[config.mk]
export PLATFORM = sky130hd
export DESIGN_NAME = amux_port
export DESIGN_NICKNAME = d
export VERILOG_FILES = /design/src/rtl/amux_pkg.sv /design/src/rtl/amux_port_reg.sv /design/src/rtl/amux_pin_mux.sv /design/src/rtl/amux_access_fsm.sv /design/src/rtl/amux_port.sv
export SDC_FILE = /design/constraint.sdc
export NUM_CORES = 1
export LEC_CHECK = 0
export ABC_AREA = 1
export CORE_ASPECT_RATIO = 1.75
export CORE_MARGIN = 2
export CORE_UTILIZATION = 57
export CTS_CLUSTER_DIAMETER = 120
export DETAILED_ROUTE_END_ITERATION = 12
export DONT_BUFFER_PORTS = 1
export GPL_TIMING_DRIVEN = 0
export PLACE_DENSITY_LB_ADDON = 0.1
export SLEW_MARGIN = 20
export SYNTH_ARGS = -nofsm -noshare
export SYNTH_HDL_FRONTEND = slang
export SYNTH_SLANG_ARGS = --single-unit
[constraint.sdc]
create_clock -name clk -period 1.3 [get_ports clk]
set_clock_uncertainty 0.2 [all_clocks]
set_input_delay 0.26 -clock clk [delete_from_list [all_inputs] [get_ports clk]]
set_output_delay 0.26 -clock clk [all_outputs]
set_load 0.02 [all_outputs]
[src/rtl/amux_pkg.sv]
package amux_pkg;

    typedef enum logic [1:0] {
        MODE_SINGLE       = 2'b00,
        MODE_EXPANDED     = 2'b01,
        MODE_EMULATION    = 2'b10,
        MODE_EXPANDED_ALT = 2'b11
    } mode_e;

    typedef enum logic [2:0] {
        ACC_IDLE     = 3'd0,
        ACC_RD_LOCAL = 3'd1,
        ACC_RD_EXT   = 3'd2,
        ACC_WR_LOCAL = 3'd3,
        ACC_WR_EXT   = 3'd4
    } acc_state_e;

    localparam int NUM_PORTS = 2;

    function automatic logic pins_on_bus(input logic [1:0] m);
        return m != MODE_SINGLE;
    endfunction

    function automatic logic is_emulation(input logic [1:0] m);
        return m == MODE_EMULATION;
    endfunction

endpackage

[src/rtl/amux_port_reg.sv]
module amux_port_reg #(
    parameter int W = 8
) (
    input  logic         clk,
    input  logic         rst_n,
    input  logic         wr_en,
    input  logic [W-1:0] wdata,
    output logic [W-1:0] q
);

    always_ff @(posedge clk or negedge rst_n) begin
        if (!rst_n) begin
            q <= '0;
        end else if (wr_en) begin
            q <= wdata;
        end
    end


    reg_load_chk: assert property (@(posedge clk) disable iff (!rst_n)
        wr_en |=> (q == $past(wdata)));

endmodule

[src/rtl/amux_pin_mux.sv]
module amux_pin_mux
    import amux_pkg::*;
#(
    parameter int W       = 8,
    parameter bit USE_UDS = 1'b0
) (
    input  logic         clk,
    input  logic         rst_n,
    input  logic [1:0]   mode,
    input  logic [W-1:0] ddr,
    input  logic [W-1:0] reg_q,
    input  logic [W-1:0] addr_byte,
    input  logic [W-1:0] vis_byte,
    input  logic         vis_phase,
    input  logic         uds_en,
    input  logic         uds_val,
    output logic [W-1:0] pad_out,
    output logic [W-1:0] pad_oe
);

    logic [W-1:0] bus_byte;
    logic [W-1:0] bus_drive;

    always_comb begin
        bus_byte = vis_phase ? vis_byte : addr_byte;
    end

    if (USE_UDS) begin : g_uds
        always_comb begin
            bus_drive    = bus_byte;
            bus_drive[0] = uds_en ? uds_val : bus_byte[0];
        end
    end else begin : g_plain
        logic unused_uds;
        always_comb begin
            bus_drive  = bus_byte;
            unused_uds = uds_en ^ uds_val;
        end
    end

    always_comb begin
        if (pins_on_bus(mode)) begin
            pad_out = bus_drive;
            pad_oe  = '1;
        end else begin
            pad_out = reg_q;
            pad_oe  = ddr;
        end
    end


    bus_oe_chk: assert property (@(posedge clk) disable iff (!rst_n)
        (mode != MODE_SINGLE) |-> (&pad_oe));


    gpio_pad_chk: assert property (@(posedge clk) disable iff (!rst_n)
        (mode == MODE_SINGLE) |-> (pad_oe == ddr && pad_out == reg_q));

endmodule

[src/rtl/amux_access_fsm.sv]
module amux_access_fsm
    import amux_pkg::*;
#(
    parameter int W = 8
) (
    input  logic         clk,
    input  logic         rst_n,
    input  logic [1:0]   mode,
    input  logic         reg_sel,
    input  logic         reg_rd,
    input  logic         reg_wr,
    input  logic [W-1:0] reg_wdata,
    input  logic [W-1:0] ddr_hi,
    input  logic [W-1:0] ddr_lo,
    input  logic [W-1:0] q_hi,
    input  logic [W-1:0] q_lo,
    input  logic [W-1:0] pad_in_hi,
    input  logic [W-1:0] pad_in_lo,
    input  logic [W-1:0] ext_rd_data,
    output logic [W-1:0] reg_rdata,
    output logic         reg_rvalid,
    output logic         ext_rd_req,
    output logic         ext_wr_req,
    output logic         ext_wr_sel,
    output logic [W-1:0] ext_wr_data
);

    acc_state_e   state_q, state_d;
    logic [W-1:0] sel_ddr, sel_q, sel_pad, local_val;
    logic [W-1:0] data_q;
    logic         sel_hold_q;

    always_comb begin
        sel_ddr   = reg_sel ? ddr_lo    : ddr_hi;
        sel_q     = reg_sel ? q_lo      : q_hi;
        sel_pad   = reg_sel ? pad_in_lo : pad_in_hi;
        local_val = (sel_q & sel_ddr) | (sel_pad & ~sel_ddr);
    end

    always_comb begin
        if (reg_wr) begin
            state_d = is_emulation(mode) ? ACC_WR_EXT : ACC_WR_LOCAL;
        end else if (reg_rd) begin
            state_d = is_emulation(mode) ? ACC_RD_EXT : ACC_RD_LOCAL;
        end else begin
            state_d = ACC_IDLE;
        end
    end

    always_ff @(posedge clk or negedge rst_n) begin
        if (!rst_n) begin
            state_q    <= ACC_IDLE;
            data_q     <= '0;
            sel_hold_q <= 1'b0;
        end else begin
            state_q <= state_d;
            unique case (state_d)
                ACC_RD_LOCAL: data_q <= local_val;
                ACC_RD_EXT:   data_q <= ext_rd_data;
                ACC_WR_EXT: begin
                    data_q     <= reg_wdata;
                    sel_hold_q <= reg_sel;
                end
                default:      data_q <= data_q;
            endcase
        end
    end

    always_comb begin
        reg_rvalid  = 1'b0;
        ext_wr_req  = 1'b0;
        reg_rdata   = '0;
        ext_wr_data = '0;
        ext_wr_sel  = 1'b0;
        unique case (state_q)
            ACC_IDLE:     ;
            ACC_RD_LOCAL,
            ACC_RD_EXT: begin
                reg_rvalid = 1'b1;
                reg_rdata  = data_q;
            end
            ACC_WR_LOCAL: ;
            ACC_WR_EXT: begin
                ext_wr_req  = 1'b1;
                ext_wr_data = data_q;
                ext_wr_sel  = sel_hold_q;
            end
            default:      ;
        endcase
        ext_rd_req = reg_rd & ~reg_wr & is_emulation(mode);
    end


    rvalid_src_chk: assert property (@(posedge clk) disable iff (!rst_n)
        reg_rvalid |-> $past(reg_rd && !reg_wr));


    rd_wr_drop_chk: assert property (@(posedge clk) disable iff (!rst_n)
        (reg_rd && reg_wr) |=> !reg_rvalid);


    ext_wr_mode_chk: assert property (@(posedge clk) disable iff (!rst_n)
        ext_wr_req |-> $past(reg_wr && mode == MODE_EMULATION));


    ext_rd_data_chk: assert property (@(posedge clk) disable iff (!rst_n)
        (reg_rd && !reg_wr && mode == MODE_EMULATION) |=>
            (reg_rvalid && reg_rdata == $past(ext_rd_data)));

endmodule

[src/rtl/amux_port.sv]
module amux_port
    import amux_pkg::*;
#(
    parameter int PORT_W = 8,
    localparam int ADDR_W = 2 * PORT_W
) (
    input  logic              clk,
    input  logic              rst_n,
    input  logic [1:0]        mode,
    input  logic [PORT_W-1:0] ddr_hi,
    input  logic [PORT_W-1:0] ddr_lo,
    input  logic [PORT_W-1:0] pad_in_hi,
    input  logic [PORT_W-1:0] pad_in_lo,
    input  logic              reg_sel,
    input  logic              reg_rd,
    input  logic              reg_wr,
    input  logic [PORT_W-1:0] reg_wdata,
    output logic [PORT_W-1:0] reg_rdata,
    output logic              reg_rvalid,
    input  logic [PORT_W-1:0] ext_rd_data,
    output logic              ext_rd_req,
    output logic              ext_wr_req,
    output logic              ext_wr_sel,
    output logic [PORT_W-1:0] ext_wr_data,
    input  logic [ADDR_W-1:0] int_addr,
    input  logic [ADDR_W-1:0] vis_data,
    input  logic              vis_phase,
    input  logic              uds_en,
    input  logic              uds_val,
    output logic [PORT_W-1:0] pad_out_hi,
    output logic [PORT_W-1:0] pad_out_lo,
    output logic [PORT_W-1:0] pad_oe_hi,
    output logic [PORT_W-1:0] pad_oe_lo
);

    // index 0 = upper port, index 1 = lower port
    logic [NUM_PORTS-1:0][PORT_W-1:0] q_a, ddr_a, out_a, oe_a;

    always_comb begin
        ddr_a[0] = ddr_hi;
        ddr_a[1] = ddr_lo;
    end

    for (genvar g = 0; g < NUM_PORTS; g++) begin : g_port
        amux_port_reg #(.W(PORT_W)) u_reg (
            .clk   (clk),
            .rst_n (rst_n),
            .wr_en (reg_wr && (reg_sel == g[0])),
            .wdata (reg_wdata),
            .q     (q_a[g])
        );

        amux_pin_mux #(.W(PORT_W), .USE_UDS(g == 1)) u_mux (
            .clk       (clk),
            .rst_n     (rst_n),
            .mode      (mode),
            .ddr       (ddr_a[g]),
            .reg_q     (q_a[g]),
            .addr_byte (int_addr[(NUM_PORTS-1-g)*PORT_W +: PORT_W]),
            .vis_byte  (vis_data[(NUM_PORTS-1-g)*PORT_W +: PORT_W]),
            .vis_phase (vis_phase),
            .uds_en    (uds_en),
            .uds_val   (uds_val),
            .pad_out   (out_a[g]),
            .pad_oe    (oe_a[g])
        );
    end

    amux_access_fsm #(.W(PORT_W)) u_fsm (
        .clk         (clk),
        .rst_n       (rst_n),
        .mode        (mode),
        .reg_sel     (reg_sel),
        .reg_rd      (reg_rd),
        .reg_wr      (reg_wr),
        .reg_wdata   (reg_wdata),
        .ddr_hi      (ddr_hi),
        .ddr_lo      (ddr_lo),
        .q_hi        (q_a[0]),
        .q_lo        (q_a[1]),
        .pad_in_hi   (pad_in_hi),
        .pad_in_lo   (pad_in_lo),
        .ext_rd_data (ext_rd_data),
        .reg_rdata   (reg_rdata),
        .reg_rvalid  (reg_rvalid),
        .ext_rd_req  (ext_rd_req),
        .ext_wr_req  (ext_wr_req),
        .ext_wr_sel  (ext_wr_sel),
        .ext_wr_data (ext_wr_data)
    );

    always_comb begin
        pad_out_hi = out_a[0];
        pad_out_lo = out_a[1];
        pad_oe_hi  = oe_a[0];
        pad_oe_lo  = oe_a[1];
    end


    reset_idle_chk: assert property (@(posedge clk) disable iff (!rst_n)
        $rose(rst_n) |-> (!reg_rvalid && !ext_wr_req));

endmodule

==> impl_metrics.toml <==
[place]
placed_cell_area_mm2 = 0.002537
hpwl_um = 5068
gp_congestion = 0.8511
buffer_ports.inserted = 0

[die]
die_area_mm2 = 0.004229
pin_count = 142
site_rows = 29
die-width_um = 50.03
initial_utilization = 0.5883
die_h_um = 84.55
core_region_area_mm2 = 0.003592

[critical_path]
crit_chain = "nor2_2 > inv_2 > nor2_4 > inv_8 > nor2_4"
critical_path_peak_fanout = 9
crit_path_top_delay_cell = "sky130_fd_sc_hd__dfrtp_1"
criticalPathCategory = "reg2out"
worst_ep_arrival_time_ns = 1.46
worstPathRequired_ns = 0.84
r2r.worst_path.cells = 5
r2r_start = "g_port[0].u_reg.q[1]$_DFFE_PN0P_"
critical_path.endpoint_type = "output pin"
timing.critical_path.slowest_cell_delay_ns = 0.41
worstSetupStartpoint = "u_fsm.state_q[1]$_DFF_PN0_"
path_common_cell = "sky130_fd_sc_hd__nor2_4"
critical_path.startpoint_type = "flop"

[detailed_routing]
1st_pass_router_iterations = 5
post-route-drc-count = 0
drtAntennaViolNets = 0
vias = 2957
route.detailed.wl_per_inst_um = 22.50
drt-initial-drc-count = 237
drt_wl_total_um = 10350
viasPerCell = 6.428

[hold_path]
min_path_cells = 4
min-delay-path-class = "in2reg"
hold_path.startpoint = "ext_rd_data[1]"

[synth]
muxShareOfSynthArea = 0
synth_compound_gate_area_share = 0.1409
syn_avg_cell_area_um2 = 5.790
post_synth_fa_ha_maj_area_fraction = 0
synth.lib_cells_used.distinct = 15
yosysTopAreaCellShare = 0.3316
synth_top_family_by_area = "simple AND/OR/NAND/NOR gates"
synth_area_leader_cell = "sky130_fd_sc_hd__dfrtp_1"
post_synth_main_area_contributors = "sky130_fd_sc_hd__dfrtp_1, sky130_fd_sc_hd__nand2_1, sky130_fd_sc_hd__inv_1, sky130_fd_sc_hd__o21ai_0, sky130_fd_sc_hd__nor2_1"
register_area_share_after_synthesis = 0.3316
post_synth_xor_area_fraction = 0
synthesis.nets = 455
synth-seq-cells = 28
synth.yosys.warnings = 0
syn-cell-area_mm2 = 0.002113
yosys.area_share.simple = 0.3718
synthesis.instances = 365

[global_routing]
grt_start_max_net_pins = 29
gr-usage-all-layers = 0.3608
first_global_vias = 2663
antenna_found_initial = 0
grt-ovfl-total = 0
grt_first_pass_wirelength_um = 11760

[job]
drv_cap = 0

[timing]
maximum_operating_frequency_mhz = 521.7
setup_viol = 42
final-hold-violation-count = 0
max_slew.worst_pin.slew_ns = 0.4000
post-route-period-util = 1.474
timing.max_slew.rel_slack = 0.7333
holdWs_ns = 0.03107
timing.final.max_slew_violations = 0
period_needed_ns = 1.917
slack_of_the_critical_path_ns = -0.6167
rsz0062_at_grt = "yes"

[cts]
cts_max_level = 1
clock_tree.root_cell = "sky130_fd_sc_hd__clkbuf_8"
clock_latency_ns = 0.28
cts.reportedPaths.clkPinSlew_ns = 0.11
cts_buffer_depth = 2
tritoncts.num_buffers = 3
tritoncts = "built"
clock_sinks = 28

[finish]
post_route_cells_drive_above_1_share = 0.3285
layout.nets = 505
mostFrequentLayoutCells = "sky130_fd_sc_hd__nand2_1, sky130_fd_sc_hd__inv_1, sky130_fd_sc_hd__nor2_1, sky130_fd_sc_hd__dfrtp_1"
diodes_inserted = 0
flow.area_growth_from_synthesis_pct = 59.56
stdcell_area_mm2 = 0.003372
commonest_non_fill_non_tap_cell_in_the_layout = "sky130_fd_sc_hd__nand2_1"

[outcome]
violations = "setup timing"
status = "finished with violations"

[pwr]
standby_leakage_power_nw = 1.771
ir_drop_mv = 1.061
powerDensity_mw_per_mm2 = 894.8
==> flip-flops by register name (all words and copies together), names as in the netlist <==
name              flops
u_fsm.state_q         3
g_port.u_reg.q       16
u_fsm.sel_hold_q      1
u_fsm.data_q          8
==> cells in the mapped netlist (all sizes together) <==
cell type and number:
o21ai 48, buf 7, a21oi 10, nand3 26
inv 69, dfrtp 28, clkinv 1, o211ai 1
nand2 122, nor2 48, clkbuf 5
==> logic make-up after synthesis <==
logic type             after synthesis
AOI/OAI and AO/OA                   59
DFF                                 28
and+or+nand+nor                    196
buffers and inverters               82
==> final timing paths <==
kind | slack, ns | to
setup / recovery | -0.62 | ext_wr_data[5]
hold / removal | 0.03 | u_fsm.data_q[1]$_DFFE_PN0P_
setup reg to reg | -0.03 | u_fsm.data_q[1]$_DFFE_PN0P_
hold reg to reg | 0.32 | u_fsm.sel_hold_q$_DFFE_PN0N_
max in group asynchronous | 0.50 | g_port[0].u_reg.q[6]$_DFFE_PN0P_
min in group asynchronous | 0.21 | u_fsm.state_q[1]$_DFF_PN0_
==> layout make-up <==
class                           count  area [µm²]
Inverter                           70       309.0
Multi-Input combinational cell    256        1628
Sequential cell                    28       701.9
Timing Repair Buffer               44       461.7
Tap cell                           46       57.56
Fill cell                         119       220.2
Buffer                             12       158.9
Clock buffer                        4       55.05
==> power breakdown <==
part / switching [mW] / internal [mW] / total, mW / leakage [nW]
logic: 0.855 / 0.500 / 1.35 / 1.41
clock network: 0.295 / 0.272 / 0.567 / 0.0288
registers: 0.109 / 0.986 / 1.10 / 0.331
total: 1.26 / 1.76 / 3.02 / 1.77
==> timing repair <==
action	CTS	global route
hold buffers	12	0
endpoints found under the setup margin	52	42
cloned	4	1
buffers inserted	19	10
endpoints found under the hold margin	45	0
pin swaps	22	21
resized for setup	69	34
==> metal layers <==
metal | track usage | up-vias | share of wire
met5 | 0 | - | 0
met4 | 0.1869 | 0 | 0.091
met3 | 0.06050 | 101 | 0.12
met2 | 0.7010 | 324 | 0.51
met1 | 0.3395 | 1319 | 0.29
li1 | - | 1213 | -
==> critical path, delay by kind of cell, from the launching register on <==
| kind | cells | cell delay (ns) |
|---|---|---|
| flops | 1 | 0.41 |
| buf+inv | 2 | 0.19 |
| simple gates | 3 | 0.56 |
==> per-stage QoR <==
stage	instances	power [mW]	util	setup WS (ns)	TNS, ns
after detailed placement	411	1.942	0.7064	-0.3817	-11.34
after global routing	460	3.094	0.9387	-0.6520	-12.69
after CTS	450	2.778	0.8878	-0.6242	-10.24
final	460	3.017	0.9387	-0.6167	-11.81
after floorplan	365	1.812	-	-0.2241	-3.840
after global placement	411	1.920	0.7064	-0.3698	-10.77
No activity file was read; power rests on OpenSTA's default activity.
